**config.mk**
```make
export PLATFORM = sky130hd
export DESIGN_NAME = fr_reorder_pp
export DESIGN_NICKNAME = d
export VERILOG_FILES = /design/src/rtl/fr_reorder_pkg.sv /design/src/rtl/fr_wr_ctrl.sv /design/src/rtl/fr_rd_ctrl.sv /design/src/rtl/fr_bank_mem.sv /design/src/rtl/fr_reorder_pp.sv
export SDC_FILE = /design/constraint.sdc
export NUM_CORES = 2
export LEC_CHECK = 0
export BUFFER_PORTS_ARGS = -buffer_cell sky130_fd_sc_hd__buf_2
export CAP_MARGIN = 15
export CORE_UTILIZATION = 45
export DETAILED_ROUTE_END_ITERATION = 8
export GPL_TIMING_DRIVEN = 1
export PLACE_DENSITY_LB_ADDON = 0.15
export RECOVER_POWER = 25
export SLEW_MARGIN = 20
export SYNTH_ARGS = -nofsm -noshare
export SYNTH_HDL_FRONTEND = slang
export SYNTH_SLANG_ARGS = --single-unit
```
**constraint.sdc**
```tcl
create_clock -name clk -period 3.25 [get_ports clk]
set_input_delay 0.1625 -clock clk [delete_from_list [all_inputs] [get_ports clk]]
set_output_delay 0.1625 -clock clk [all_outputs]
set_load 0.01 [all_outputs]
```
**src/rtl/fr_reorder_pkg.sv**
```systemverilog
// Package: shared settings for the reorder buffer.
// Assumes: nothing beyond standard SystemVerilog.
package fr_reorder_pkg;

    // Where the digit swap of the index is applied.
    typedef enum logic {
        SHUFFLE_ON_READ  = 1'b0,
        SHUFFLE_ON_WRITE = 1'b1
    } shuffle_side_e;

    localparam int DEF_DIGIT_BITS = 3;   // radix-8 digits
    localparam int DEF_SAMPLE_W   = 16;  // width of each component

endpackage

```
**src/rtl/fr_wr_ctrl.sv**
```systemverilog
// Module: write-side control. Counts accepted samples within a frame and
// owns the bank that is currently being filled. It raises swap in the
// cycle that accepts the last sample of a frame.
// Assumes: at most one sample per clock, wr_en is a clean strobe.
module fr_wr_ctrl #(
    parameter int AW = 6
) (
    input  logic          clk,
    input  logic          rst_n,
    input  logic          wr_en,
    output logic [AW-1:0] wr_pos,
    output logic          wr_bank,
    output logic          swap
);
    localparam logic [AW-1:0] LAST_POS = {AW{1'b1}};

    // Frame end is reached when the last position is accepted.
    always_comb swap = wr_en && (wr_pos == LAST_POS);

    // Advance the position on each accepted sample, toggle bank on swap.
    always_ff @(posedge clk) begin
        if (!rst_n) begin
            wr_pos  <= '0;
            wr_bank <= 1'b0;
        end else if (wr_en) begin
            wr_pos <= wr_pos + 1'b1;
            if (swap) wr_bank <= ~wr_bank;
        end
    end

    assert_swap_flips_bank_R8: assert property (@(posedge clk) disable iff (!rst_n)
        swap |=> (wr_bank != $past(wr_bank)));

    assert_idle_holds_pos_R7: assert property (@(posedge clk) disable iff (!rst_n)
        !wr_en |=> (wr_pos == $past(wr_pos)) && (wr_bank == $past(wr_bank)));

endmodule

```
**src/rtl/fr_rd_ctrl.sv**
```systemverilog
// Module: read-side control. Starts a 64-step playback on every swap,
// producing the playback position, valid and a frame-complete pulse.
// Assumes: swaps come no closer together than one full frame.
module fr_rd_ctrl #(
    parameter int AW = 6
) (
    input  logic          clk,
    input  logic          rst_n,
    input  logic          swap,
    output logic [AW-1:0] rd_pos,
    output logic          rd_valid,
    output logic          frame_done
);
    localparam logic [AW-1:0] LAST_POS = {AW{1'b1}};

    // Restart playback on swap, otherwise step through until the last slot.
    always_ff @(posedge clk) begin
        if (!rst_n) begin
            rd_pos     <= '0;
            rd_valid   <= 1'b0;
            frame_done <= 1'b0;
        end else begin
            frame_done <= swap;
            if (swap) begin
                rd_pos   <= '0;
                rd_valid <= 1'b1;
            end else if (rd_valid) begin
                rd_pos <= rd_pos + 1'b1;
                if (rd_pos == LAST_POS) rd_valid <= 1'b0;
            end
        end
    end

    assert_valid_starts_with_done_R2: assert property (@(posedge clk) disable iff (!rst_n)
        $rose(rd_valid) |-> frame_done);

    assert_done_after_swap_R3: assert property (@(posedge clk) disable iff (!rst_n)
        swap |=> frame_done && rd_valid && (rd_pos == '0));

    assert_done_single_R3: assert property (@(posedge clk) disable iff (!rst_n)
        frame_done |=> !frame_done);

    assert_playback_ends_R4: assert property (@(posedge clk) disable iff (!rst_n)
        (rd_valid && (rd_pos == LAST_POS) && !swap) |=> !rd_valid);

    assert_playback_steps_R4: assert property (@(posedge clk) disable iff (!rst_n)
        (rd_valid && (rd_pos != LAST_POS) && !swap) |=> rd_valid && (rd_pos == $past(rd_pos) + 1'b1));

endmodule

```
**src/rtl/fr_bank_mem.sv**
```systemverilog
// Module: two banks of complex samples. Synchronous write into the
// selected bank, asynchronous read from the other selected bank.
// Assumes: the caller never reads and writes the same bank at once.
module fr_bank_mem #(
    parameter int AW = 6,
    parameter int DW = 16
) (
    input  logic          clk,
    input  logic          we,
    input  logic          wbank,
    input  logic [AW-1:0] waddr,
    input  logic [DW-1:0] wdata_re,
    input  logic [DW-1:0] wdata_im,
    input  logic          rbank,
    input  logic [AW-1:0] raddr,
    output logic [DW-1:0] rdata_re,
    output logic [DW-1:0] rdata_im
);
    localparam int DEPTH = 1 << AW;

    logic [DW-1:0] mem_re [2][DEPTH];
    logic [DW-1:0] mem_im [2][DEPTH];

    // Store one sample into the fill bank.
    always_ff @(posedge clk) begin
        if (we) begin
            mem_re[wbank][waddr] <= wdata_re;
            mem_im[wbank][waddr] <= wdata_im;
        end
    end

    // Present the addressed sample of the playback bank.
    always_comb begin
        rdata_re = mem_re[rbank][raddr];
        rdata_im = mem_im[rbank][raddr];
    end

endmodule

```
**src/rtl/fr_reorder_pp.sv**
```systemverilog
// Module: top of the double-banked digit-swap reorder buffer. One bank
// fills while the other plays back; the two base-2^DIGIT_BITS digits of
// the index are exchanged on the side chosen by SHUFFLE_SIDE.
// Assumes: at most one input sample per clock, no backpressure.
module fr_reorder_pp
    import fr_reorder_pkg::*;
#(
    parameter int            DIGIT_BITS   = DEF_DIGIT_BITS,
    parameter int            DW           = DEF_SAMPLE_W,
    parameter shuffle_side_e SHUFFLE_SIDE = SHUFFLE_ON_READ
) (
    input  logic          clk,
    input  logic          rst_n,
    input  logic          wr_en,
    input  logic [DW-1:0] wr_re,
    input  logic [DW-1:0] wr_im,
    output logic          rd_valid,
    output logic [DW-1:0] rd_re,
    output logic [DW-1:0] rd_im,
    output logic          frame_done
);
    localparam int AW = 2 * DIGIT_BITS;

    logic [AW-1:0] wr_pos, rd_pos, wr_addr, rd_addr, wr_swapd, rd_swapd;
    logic          wr_bank, swap;

    // Exchange the high and low digits of both positions.
    always_comb begin
        wr_swapd = {wr_pos[DIGIT_BITS-1:0], wr_pos[AW-1:DIGIT_BITS]};
        rd_swapd = {rd_pos[DIGIT_BITS-1:0], rd_pos[AW-1:DIGIT_BITS]};
    end

    generate
        if (SHUFFLE_SIDE == SHUFFLE_ON_WRITE) begin : g_shuffle_wr
            assign wr_addr = wr_swapd;
            assign rd_addr = rd_pos;
        end else begin : g_shuffle_rd
            assign wr_addr = wr_pos;
            assign rd_addr = rd_swapd;
        end
    endgenerate

    fr_wr_ctrl #(.AW(AW)) u_wr (
        .clk     (clk),
        .rst_n   (rst_n),
        .wr_en   (wr_en),
        .wr_pos  (wr_pos),
        .wr_bank (wr_bank),
        .swap    (swap)
    );

    fr_rd_ctrl #(.AW(AW)) u_rd (
        .clk        (clk),
        .rst_n      (rst_n),
        .swap       (swap),
        .rd_pos     (rd_pos),
        .rd_valid   (rd_valid),
        .frame_done (frame_done)
    );

    fr_bank_mem #(.AW(AW), .DW(DW)) u_mem (
        .clk      (clk),
        .we       (wr_en),
        .wbank    (wr_bank),
        .waddr    (wr_addr),
        .wdata_re (wr_re),
        .wdata_im (wr_im),
        .rbank    (~wr_bank),
        .raddr    (rd_addr),
        .rdata_re (rd_re),
        .rdata_im (rd_im)
    );

    assert_reset_quiet_R1: assert property (@(posedge clk)
        !rst_n |=> !rd_valid && !frame_done);

    assert_done_implies_valid_R4: assert property (@(posedge clk) disable iff (!rst_n)
        frame_done |-> rd_valid);

endmodule

```
==> impl_metrics.tcl <==
set metrics [dict create \
    synthAdderAreaFrac_pct 0.0158 \
    mostFrequentLayoutCells "4096 x edfxtp_1, 770 x mux4_2, 660 x buf_4, 601 x mux2i_1, 439 x clkbuf_16" \
    ys_types 60 \
    drive_above_1_share_pct 35.4 \
    crit_fanout 7 \
    place_congestion 0.880 \
    vias_per_cell 6.19 \
    drt_wl_total_mm 497 \
    slew_violations 2113 \
    skew_ns 0.0823 \
    chipWidth_um 595 \
    synth.cell_area_sq_um 158000 \
    via_count 83300 \
    grt_setup_unrepaired "true" \
    clk_latency_ns 1.00 \
    multi_input_area_sq_um 36000 \
    h-tree-depth 5 \
    post_synth.cell_area_avg_sq_um 21.8 \
    dp_hpwl_mm 291 \
    start_util_pct 45.3 \
    dieArea_sq_um 354000 \
    filler_cell_count 26100 \
    clock_sinks 4111 \
    synth_fp_nets 7293 \
    layout_setup_ws_ns -0.996 \
    antenna_found_initial 34 \
    cts_made_buffers 423 \
    numPortBuffers 68 \
    finalCriticalPeriod_ns 4.25 \
    whs_path_depth 4 \
    max-cap-violations 33 \
    syn_to_final_growth_pct 22.5 \
    final_util_pct 55.5 \
    io_pins 69 \
    synth-edff-count 4096 \
    hold_class "in2reg" \
    std_cell_rows 217 \
    synth_compound_area_share_pct 3.53 \
    crit_required_ns 3.09 \
    grt.overflow.total 0 \
    grt_pass1_vias 82000 \
    grt_usage_pct 27.5 \
    die_height_um 595 \
    relSlewSlack_pct -135 \
    outcome "finished, violations left" \
    violations "max-capacitance violations, max-slew violations, negative setup slack" \
    crit_type "reg2out" \
    yosysSeqAreaShare_pct 77.8 \
    synth_top_family_by_area "multiplexers" \
    fin_hold_ws_ns 0.317 \
    ant_nets 0 \
    critPathLaunchType "flip-flop" \
    worstMarginPinSlew_ns 3.52 \
    post-route-period-util_pct 131 \
    yosys.area_share.simple_pct 1.12 \
    yosys.area_share.xor_xnor_pct 0.0553 \
    regArea_sq_um 123000 \
    setup_viol_count_final 236 \
    root_buffer "clkbuf_16" \
    ys_async_sr_fraction_pct 0 \
    coreArea_sq_um 350000 \
    path_clk_slew_ns 0.07 \
    grt_max_degree 129 \
    grt_pass1_wl_mm 674 \
    fin_nets 8547 \
    drt_iter0_drc 10800 \
    mostFrequentLayoutCell "edfxtp_1" \
    p_leak_nw 59.4 \
    synth_mux_area_share_pct 15.5 \
    routedWlPerCell_um 36.9 \
    synth_seq_cells 4111 \
    vdd_drop_max_v 0.000548 \
    syn_inst 7256 \
    drc 0 \
    max_freq_mhz 236 \
    synth_flop_cell "edfxtp_1" \
    first_pass_iters 6 \
    power.density_nw_per_um2 557 \
    cp.arrival_ns 4.08 \
    endpoint_kind "output port" \
    hold_viol_final 0 \
    clk_path_buf_depth 4 \
    yosysWarnings 0 \
    cts_tree "yes" \
    reg2reg_depth 7 \
]
[synth_stat cells, types with 26 or more instances]
| cell | number | share of area, % |
|---|---|---|
| clkbuf_1 | 123 | 0.29 |
| nor2_1 | 161 | 0.38 |
| buf_2 | 102 | 0.32 |
| a21oi_1 | 215 | 0.68 |
| nand2_1 | 123 | 0.29 |
| mux2_2 | 39 | 0.28 |
| o22ai_1 | 26 | 0.10 |
| a31oi_1 | 50 | 0.20 |
| mux2i_1 | 648 | 4.1 |
| a22oi_1 | 149 | 0.71 |
| mux4_2 | 770 | 11 |
| nand2b_1 | 29 | 0.11 |
| a221oi_1 | 83 | 0.46 |
| nand3_1 | 34 | 0.11 |
| o221ai_1 | 107 | 0.59 |
| buf_4 | 82 | 0.39 |
| o21ai_0 | 97 | 0.31 |
| buf_6 | 86 | 0.61 |
| edfxtp_1 | 4096 | 78 |
[cell type report]
cell class                      instances  area share, %
Antenna cell                           10         0.0129
Clock buffer                          507           5.66
Clock inverter                        260           1.42
Inverter                                6         0.0129
Multi-Input combinational cell       2705           18.5
Sequential cell                      4111           63.5
Tap cell                             4599           2.96
Timing Repair Buffer                 1263           7.85
[path summary, 6_finish.rpt]
kind	start	end	slack (ns)
setup / recovery	u_wr.wr_bank$_SDFFE_PN0P_	rd_im[14]	-1.0
hold / removal	rst_n	u_rd.rd_pos[4]$_SDFFE_PP0P_	0.32
setup reg to reg	u_wr.wr_bank$_SDFFE_PN0P_	u_mem.mem_re[1][727]$_DFFE_PP_	0.38
hold reg to reg	u_wr.wr_pos[5]$_SDFFE_PN0P_	u_wr.wr_pos[5]$_SDFFE_PN0P_	0.67
[per-stage QoR]
step                cell area (sq um)  std cells  TNS (ns)  setup slack, ns  total power [W]
floorplan                      158000       7256   -872.52           -0.316           0.0596
global placement               173000      12400    -10.72           -0.906           0.0608
detailed placement             173000      12400    -10.25           -0.888           0.0609
CTS                            191000      13300    -29.58            -1.05            0.109
global route                   194000      13500    -92.23            -1.03            0.111
finish                         194000      13500    -55.96           -0.996            0.108
[routing by layer]
metal	global-route usage [%]	vias to the layer above	part of all wire, %
li1	-	33300	-
met1	38.6	45500	40
met2	44.2	3875	48
met3	3.73	663	7.8
met4	9.90	0	4.0
met5	0	-	0
[flip-flops by register name (all words and copies together) (netlist names)]
| name | cells |
|---|---|
| u_rd.frame_done | 1 |
| u_wr.wr_bank | 1 |
| u_mem.mem_im | 2048 |
| u_wr.wr_pos | 6 |
| u_rd.rd_pos | 6 |
| u_mem.mem_re | 2048 |
| u_rd.rd_valid | 1 |
[worst max-delay path, stage by stage, from the launching register on]
cell and delay (ns):
dfxtp_4 0.37, buf_12 0.15, buf_16 0.17, buf_8 0.12
buf_12 0.11, mux4_2 0.48, mux4_2 0.58, o211ai_1 0.50
a32oi_1 0.20, buf_4 0.25, buf_6 0.13
[power breakdown]
part / internal, W / total, W / switching [W] / leakage [nW]
registers: 0.0584 / 0.0585 / 0.0000246 / 36.9
logic: 0.000152 / 0.00137 / 0.00121 / 15.7
clock network: 0.0274 / 0.0482 / 0.0208 / 6.68
total: 0.0860 / 0.108 / 0.0220 / 59.4
[kinds of logic (layout without fill, tap and decap cells)]
kind of cell | after synthesis | count (layout)
flip-flops | 4111 | 4111
multiplexers | 1471 | 1471
AO/OA/AOI/OAI | 818 | 818
buffers and inverters | 440 | 2036
AND/OR/NAND/NOR | 404 | 404
XOR/XNOR | 10 | 10
adder cells (fa/ha/maj) | 2 | 2
other | 0 | 10
[timing repair]
item	CTS	global route
cloned	22	13
setup endpoints to repair	32	32
buffers inserted	113	159
pin swaps	64	128
resized for setup	407	440
hold endpoints to repair	2153	0
hold buffers	35	0
(Power assumes the default switching activity.)
